`src/rtl/flash_cmd_pkg.sv`:
```
package flash_cmd_pkg;

   typedef enum logic [1:0] {
      MODE_ARRAY  = 2'd0,
      MODE_IDENT  = 2'd1,
      MODE_STATUS = 2'd2,
      MODE_XSTAT  = 2'd3
   } rd_mode_e;

   localparam logic [7:0] CMD_READ_ARRAY = 8'hFF;
   localparam logic [7:0] CMD_READ_IDENT = 8'h90;
   localparam logic [7:0] CMD_READ_STAT  = 8'h70;
   localparam logic [7:0] CMD_CLEAR_STAT = 8'h50;
   localparam logic [7:0] CMD_ERASE_SET  = 8'h20;
   localparam logic [7:0] CMD_CONFIRM    = 8'hD0;
   localparam logic [7:0] CMD_XSTAT      = 8'hE8;

   localparam int BIT_READY   = 7;
   localparam int BIT_ERASE_E = 5;
   localparam int BIT_SEQ_E   = 4;

endpackage

```
`src/rtl/flash_cmd_decode.sv`:
```
module flash_cmd_decode
   import flash_cmd_pkg::*;
(
   input  logic       clk,
   input  logic       rst_n,
   input  logic       wr_en,
   input  logic [7:0] wr_cmd,
   input  logic       suspend_i,
   input  logic       busy,
   output rd_mode_e   mode,
   output logic       pending,
   output logic       erase_go,
   output logic       seq_err,
   output logic       clr_go,
   output logic       xsr_go
);

   rd_mode_e mode_d;
   logic     pend_d;

   always_comb begin
      erase_go = 1'b0;
      seq_err  = 1'b0;
      clr_go   = 1'b0;
      xsr_go   = 1'b0;
      mode_d   = mode;
      pend_d   = pending;
      if (wr_en) begin
         if (pending) begin
            pend_d = 1'b0;
            mode_d = MODE_STATUS;
            if (wr_cmd == CMD_CONFIRM) erase_go = !busy;
            else                       seq_err  = 1'b1;
         end else begin
            unique case (wr_cmd)
               CMD_READ_IDENT: mode_d = MODE_IDENT;
               CMD_READ_STAT:  mode_d = MODE_STATUS;
               CMD_CLEAR_STAT: clr_go = !suspend_i;
               CMD_ERASE_SET:  pend_d = 1'b1;
               CMD_XSTAT: begin
                  mode_d = MODE_XSTAT;
                  xsr_go = 1'b1;
               end
               default:        mode_d = MODE_ARRAY;
            endcase
         end
      end
   end

   always_ff @(posedge clk) begin
      if (!rst_n) begin
         mode    <= MODE_ARRAY;
         pending <= 1'b0;
      end else begin
         mode    <= mode_d;
         pending <= pend_d;
      end
   end

endmodule

```
`src/rtl/flash_erase_engine.sv`:
```
module flash_erase_engine #(
   parameter int BLK_W     = 2,
   parameter int ERASE_CYC = 1000,
   localparam int NUM_BLK  = 1 << BLK_W,
   localparam int CNT_W    = $clog2(ERASE_CYC + 1)
) (
   input  logic               clk,
   input  logic               rst_n,
   input  logic               go,
   input  logic [BLK_W-1:0]   go_blk,
   input  logic               force_fail_i,
   output logic               busy,
   output logic               done,
   output logic               done_fail,
   output logic [NUM_BLK-1:0] fail_flags
);

   logic [CNT_W-1:0] cnt;
   logic [BLK_W-1:0] cur_blk;
   logic             cur_fail;

   assign done      = busy && (cnt == '0);
   assign done_fail = done && cur_fail;

   always_ff @(posedge clk) begin
      if (!rst_n) begin
         busy     <= 1'b0;
         cnt      <= '0;
         cur_blk  <= '0;
         cur_fail <= 1'b0;
      end else if (go) begin
         busy     <= 1'b1;
         cnt      <= CNT_W'(ERASE_CYC - 1);
         cur_blk  <= go_blk;
         cur_fail <= force_fail_i;
      end else if (busy) begin
         if (cnt == '0) busy <= 1'b0;
         else           cnt  <= cnt - 1'b1;
      end
   end

   for (genvar b = 0; b < NUM_BLK; b++) begin : g_blk_flag
      always_ff @(posedge clk) begin
         if (!rst_n)                            fail_flags[b] <= 1'b0;
         else if (done && cur_blk == BLK_W'(b)) fail_flags[b] <= cur_fail;
      end
   end

endmodule

```
`src/rtl/flash_status_reg.sv`:
```
module flash_status_reg
   import flash_cmd_pkg::*;
(
   input  logic       clk,
   input  logic       rst_n,
   input  logic       busy,
   input  logic       done_fail,
   input  logic       seq_err,
   input  logic       clr_go,
   input  logic       xsr_go,
   output logic       err_erase,
   output logic       err_seq,
   output logic [7:0] sr_view,
   output logic [7:0] xsr_q
);

   always_comb begin
      sr_view = '0;
      if (!busy) begin
         sr_view[BIT_READY]   = 1'b1;
         sr_view[BIT_ERASE_E] = err_erase;
         sr_view[BIT_SEQ_E]   = err_seq;
      end
   end

   always_ff @(posedge clk) begin
      if (!rst_n) begin
         err_erase <= 1'b0;
         err_seq   <= 1'b0;
         xsr_q     <= '0;
      end else begin
         if (done_fail || seq_err) err_erase <= 1'b1;
         else if (clr_go)          err_erase <= 1'b0;
         if (seq_err)              err_seq   <= 1'b1;
         else if (clr_go)          err_seq   <= 1'b0;
         if (xsr_go)               xsr_q     <= {!busy, 7'b0};
      end
   end

endmodule

```
`src/rtl/flash_read_port.sv`:
```
module flash_read_port
   import flash_cmd_pkg::*;
#(
   parameter int ADDR_W = 8,
   parameter int DATA_W = 8,
   parameter int BLK_W  = 2,
   parameter logic [DATA_W-1:0] MFR_CODE   = DATA_W'(8'h5A),
   parameter logic [DATA_W-1:0] DEV_CODE   = DATA_W'(8'hC3),
   parameter logic [DATA_W-1:0] ARRAY_FILL = '1,
   localparam int NUM_BLK = 1 << BLK_W,
   parameter logic [NUM_BLK-1:0] LOCKED_MASK = '0,
   localparam int OFF_W = ADDR_W - BLK_W - 1
) (
   input  logic               clk,
   input  logic               rst_n,
   input  logic               rd_start,
   input  logic [ADDR_W-1:0]  rd_addr,
   input  rd_mode_e           mode,
   input  logic [7:0]         sr_view,
   input  logic [7:0]         xsr_q,
   input  logic [NUM_BLK-1:0] fail_flags,
   output logic [DATA_W-1:0]  rd_data
);

   logic [BLK_W-1:0]  blk;
   logic [OFF_W-1:0]  off;
   logic [ADDR_W-2:0] waddr;
   logic [7:0]        cfg [NUM_BLK];
   logic [DATA_W-1:0] id_val;
   logic [DATA_W-1:0] rd_next;
   logic              unused_lsb;

   assign blk        = rd_addr[ADDR_W-1 -: BLK_W];
   assign off        = rd_addr[ADDR_W-BLK_W-1:1];
   assign waddr      = rd_addr[ADDR_W-1:1];
   assign unused_lsb = rd_addr[0];

   for (genvar b = 0; b < NUM_BLK; b++) begin : g_cfg
      assign cfg[b] = {6'b0, fail_flags[b], LOCKED_MASK[b]};
   end

   always_comb begin
      if (waddr == '0)                 id_val = MFR_CODE;
      else if (waddr == (ADDR_W-1)'(1)) id_val = DEV_CODE;
      else if (off == OFF_W'(2))       id_val = DATA_W'(cfg[blk]);
      else                             id_val = '0;
   end

   always_comb begin
      unique case (mode)
         MODE_IDENT:  rd_next = id_val;
         MODE_STATUS: rd_next = DATA_W'(sr_view);
         MODE_XSTAT:  rd_next = DATA_W'(xsr_q);
         default:     rd_next = ARRAY_FILL;
      endcase
   end

   always_ff @(posedge clk) begin
      if (!rst_n)        rd_data <= '0;
      else if (rd_start) rd_data <= rd_next;
   end

endmodule

```
`src/rtl/flash_cmd_ctrl.sv`:
```
module flash_cmd_ctrl
   import flash_cmd_pkg::*;
#(
   parameter int ADDR_W    = 8,
   parameter int DATA_W    = 8,
   parameter int BLK_W     = 2,
   parameter int ERASE_CYC = 1000,
   parameter logic [DATA_W-1:0] MFR_CODE   = DATA_W'(8'h5A),
   parameter logic [DATA_W-1:0] DEV_CODE   = DATA_W'(8'hC3),
   parameter logic [DATA_W-1:0] ARRAY_FILL = '1,
   localparam int NUM_BLK = 1 << BLK_W,
   parameter logic [NUM_BLK-1:0] LOCKED_MASK = '0
) (
   input  logic              clk,
   input  logic              rst_n,
   input  logic              wr_en,
   input  logic [ADDR_W-1:0] wr_addr,
   input  logic [DATA_W-1:0] wr_data,
   input  logic              rd_start,
   input  logic [ADDR_W-1:0] rd_addr,
   output logic [DATA_W-1:0] rd_data,
   input  logic              suspend_i,
   input  logic              force_fail_i
);

   if (BLK_W < 1 || ADDR_W - BLK_W < 3 || DATA_W < 8 || ERASE_CYC < 1) begin : g_param_bad
      initial $error("flash_cmd_ctrl: parameter set out of range");
   end

   rd_mode_e           mode_w;
   logic               pend_w, erase_go, seq_err, clr_go, xsr_go;
   logic               busy_w, done_w, done_fail_w;
   logic               err_erase_w, err_seq_w;
   logic [NUM_BLK-1:0] fail_flags;
   logic [7:0]         sr_view, xsr_q;
   logic               unused_bus_bits;

   assign unused_bus_bits = ^{wr_addr, wr_data, done_w};

   flash_cmd_decode u_decode (
      .clk(clk), .rst_n(rst_n), .wr_en(wr_en), .wr_cmd(wr_data[7:0]),
      .suspend_i(suspend_i), .busy(busy_w), .mode(mode_w), .pending(pend_w),
      .erase_go(erase_go), .seq_err(seq_err), .clr_go(clr_go), .xsr_go(xsr_go)
   );

   flash_erase_engine #(.BLK_W(BLK_W), .ERASE_CYC(ERASE_CYC)) u_engine (
      .clk(clk), .rst_n(rst_n), .go(erase_go),
      .go_blk(wr_addr[ADDR_W-1 -: BLK_W]), .force_fail_i(force_fail_i),
      .busy(busy_w), .done(done_w), .done_fail(done_fail_w),
      .fail_flags(fail_flags)
   );

   flash_status_reg u_status (
      .clk(clk), .rst_n(rst_n), .busy(busy_w), .done_fail(done_fail_w),
      .seq_err(seq_err), .clr_go(clr_go), .xsr_go(xsr_go),
      .err_erase(err_erase_w), .err_seq(err_seq_w),
      .sr_view(sr_view), .xsr_q(xsr_q)
   );

   flash_read_port #(
      .ADDR_W(ADDR_W), .DATA_W(DATA_W), .BLK_W(BLK_W),
      .MFR_CODE(MFR_CODE), .DEV_CODE(DEV_CODE),
      .ARRAY_FILL(ARRAY_FILL), .LOCKED_MASK(LOCKED_MASK)
   ) u_read (
      .clk(clk), .rst_n(rst_n), .rd_start(rd_start), .rd_addr(rd_addr),
      .mode(mode_w), .sr_view(sr_view), .xsr_q(xsr_q),
      .fail_flags(fail_flags), .rd_data(rd_data)
   );

endmodule

```
`config.mk`:
```
export PLATFORM = sky130hd
export DESIGN_NAME = flash_cmd_ctrl
export DESIGN_NICKNAME = d
export VERILOG_FILES = /design/src/rtl/flash_cmd_pkg.sv /design/src/rtl/flash_cmd_decode.sv /design/src/rtl/flash_erase_engine.sv /design/src/rtl/flash_status_reg.sv /design/src/rtl/flash_read_port.sv /design/src/rtl/flash_cmd_ctrl.sv
export SDC_FILE = /design/constraint.sdc
export NUM_CORES = 1
export LEC_CHECK = 0
export ABC_CLOCK_PERIOD_IN_PS = 2300
export BUFFER_PORTS_ARGS = -buffer_cell sky130_fd_sc_hd__buf_4
export CORE_MARGIN = 10
export CORE_UTILIZATION = 50
export DETAILED_ROUTE_END_ITERATION = 7
export HOLD_SLACK_MARGIN = 0.08
export PLACE_DENSITY = 0.85
export SLEW_MARGIN = 20
export SYNTH_ARGS = -nofsm -noshare
export SYNTH_HDL_FRONTEND = slang
export SYNTH_HIERARCHICAL = 1
export SYNTH_SLANG_ARGS = --single-unit
```
`constraint.sdc`:
```
create_clock -name clk -period 2.3 [get_ports clk]
set_clock_uncertainty 0.05 [all_clocks]
set_input_delay 0.345 -clock clk [delete_from_list [all_inputs] [get_ports clk]]
set_output_delay 0.345 -clock clk [all_outputs]
set_load 0.03 [all_outputs]
```
==> flow_metrics.tcl <==
set metrics [dict create \
    seqPwrFrac_pct 44.2 \
    cts_resized 0 \
    synth_edf_count 0 \
    rsz0062_at_grt "no" \
    core_area_um2 3630 \
    hold_viol 0 \
    hold_path.class "in2reg" \
    drv_slew 0 \
    post-route-worst-setup-slack_ns 0.464 \
    path_cells "inv_1 > ha_1 > or4b_1 > o311ai_1 > xor2_1 > nor2_1" \
    final_cells 307 \
    timing.fmax_mhz 545 \
    drv_cap 0 \
    via_count 1639 \
    cts-htree-levels 2 \
    fin_crit_ns 1.84 \
    synth_cells 229 \
    crit_path_max_incr_delay_ns 0.52 \
    cts_tree "done" \
    critPathSlowestCell "or4b_1" \
    grt_max_degree 18 \
    r2r_slack_ns 0.46 \
    grt_pass1_wl_um 6680 \
    postPlaceCellArea_um2 2070 \
    die_height_um 81.0 \
    portBuffers 30 \
    p_leak_nw 0.862 \
    io_pins 38 \
    pre_cts_ws_ns 0.292 \
    wirelength_um 4030 \
    worstSetupStartpointType "register" \
    grtUsageTotal_pct 12.8 \
    worstPathRequired_ns 2.44 \
    die_area_um2 6570 \
    internal_power_w 0.00101 \
    clk_pin_slew_worst_paths_ns 0.07 \
    avgRoutedWirePerCell_um 13.1 \
    ys_ff_latch 32 \
    yosysUniqueCellTypes 54 \
    viasPerCell 5.34 \
    path_class "reg2reg" \
    endpoint_kind "register" \
    dr.pass1.iters 4 \
    initial_utilization_pct 51.3 \
    fin_nets 289 \
    drc 0 \
    die_x_um 81.0 \
    clockRootBuffer "clkbuf_8" \
    yosys_warnings 6 \
    syn_avg_cell_area_um2 8.14 \
    post_cts_buffers 0 \
    crit_fanout 5 \
    synthArstFlopShare_pct 0 \
    drt-initial-drc-count 114 \
    grt_pass1_vias 1486 \
    ctsHoldBuffers 0 \
    top_usage_layer "met2" \
    r2r-start "u_engine/cnt[0]" \
    power_frac_clock_pct 45.5 \
    min_path_cells 3 \
    gp_congestion 0.890 \
    rows 22 \
    ys_top_cells_by_area "dfxtp_1, buf_4, o21ai_0, nand2_1, a31oi_1" \
    p_sw_share_pct 22.4 \
    synth_top_area_share_pct 34.4 \
    antenna_found_initial 0 \
    cts_buffers 5 \
    antenna_cells 0 \
    dp.cells 299 \
    use_met2_pct 20.9 \
    clk_path_buf_depth 2 \
    post-route-period-util_pct 79.8 \
    synth_area_um2 1860 \
    setup.worst_path.start "u_engine/cnt[0]" \
    status "finished, final reports clean" \
    ys.flop_type "dfxtp_1" \
    finalSetupViolations 0 \
    met3_usage_pct 3.86 \
    design_area_um2 2190 \
    power.switching_w 0.000291 \
    rr_worst_depth 6 \
    cp-endpoint "u_engine/cnt[3]" \
    yosys.area.top_type "dfxtp_1" \
    postRouteAntennaNets 0 \
    post-dp-hpwl_um 2920 \
    p_per_area_nw_per_um2 592 \
    synth_common_cells "dfxtp_1, nand2_1, o21ai_0" \
    vdd_drop_max_mv 0.311 \
    use_met1_pct 14.8 \
    finalSetupTns_ns 0 \
    grt_overflow 0 \
    synth_most_common_cell "dfxtp_1" \
    timing.rr.end "u_engine/cnt[3]" \
    yosysSeqAreaShare_pct 34.4 \
    syn_to_final_growth_pct 17.7 \
    clock_latency_ns 0.29 \
    drive_above_1_share_pct 18.1 \
    combPwrFrac_pct 10.3 \
    cts_sinks 32 \
    arrival_ns 1.98 \
]
-- power by group through the flow --
stage                     clock [W]  combinational [W]  sequential, W
after floorplan                   0          0.0000637       0.000605
after global placement            0           0.000132       0.000586
after detailed placement          0           0.000134       0.000587
after CTS                  0.000599           0.000135       0.000574
after global routing       0.000625           0.000148       0.000576
final                      0.000590           0.000134       0.000574
-- area by class of cell --
type	instances	area [um2]
fill	341	1440
multi-input combinational	177	1090
sequential	32	641
timing repair buffer	32	240
clock buffer	7	96.3
tap	48	60.1
inverter	10	37.5
clock inverter	1	30.0
-- worst min path at each step --
stage                                 from                endpoint
finish                        force_fail_i       u_engine/cur_fail
global route                  force_fail_i       u_engine/cur_fail
CTS                           force_fail_i       u_engine/cur_fail
detailed placement  u_engine/fail_flags[0]  u_engine/fail_flags[0]
global placement    u_engine/fail_flags[3]  u_engine/fail_flags[3]
floorplan           u_engine/fail_flags[0]  u_engine/fail_flags[0]
-- flip-flops by register name, indices dropped and copies added (netlist names) --
signal	flops
u_engine/fail_flags	4
u_decode/pending	1
u_engine/busy	1
u_status/xsr_q	1
u_engine/cur_blk	2
u_status/err_erase	1
u_engine/cur_fail	1
u_decode/mode	2
u_engine/cnt	10
u_status/err_seq	1
u_read/rd_data	8
-- critical path: cells and delay by family, from the launching register on --
kind,cells,cell delay (ns)
AO/OA/AOI/OAI,1,0.31
buffers and inverters,1,0.08
flip-flops,1,0.32
XOR/XNOR,1,0.18
AND/OR/NAND/NOR,2,0.57
adder cells (fa/ha/maj),1,0.23
-- per-stage QoR --
step | util [%] | hold WS, ns | total power, W
5_1_grt | 60.4 | 0.255 | 0.00135
6_report | 60.4 | 0.237 | 0.00130
3_3_place_gp | 56.9 | 0.407 | 0.000718
2_1_floorplan | - | 0.394 | 0.000669
3_5_place_dp | 56.9 | 0.408 | 0.000720
4_1_cts | 60.4 | 0.235 | 0.00131
-- kinds of logic (layout without fill, tap and decap cells) --
kind of cell	after synthesis	count (layout)	share of synthesized area [%]
and+or+nand+nor	92	92	28.6
other	1	12	0.201
xor gates and xnor gates	4	4	1.88
buffers and inverters	31	50	9.40
muxes	7	7	3.83
AOI/OAI and AO/OA	61	61	21.0
DFF	32	32	34.4
adders and majority gates	1	1	0.671
-- cells in the final DEF, fill, tap and decap left out, drive strengths merged, types with 7 or more instances in the layout --
| master | instances |
|---|---|
| conb | 12 |
| a21oi | 11 |
| inv | 9 |
| a31oi | 12 |
| o21ai | 20 |
| buf | 32 |
| nand2b | 7 |
| dfxtp | 32 |
| nand2 | 24 |
| clkbuf | 7 |
| nor2 | 16 |
-- routing by layer --
layer,part of all wire [%],vias to the layer above
met1,46,743
li1,-,863
met2,48,26
met3,4.0,7
met4,2.3,0
met5,0,-
No activity file was read; power rests on OpenSTA's default activity.
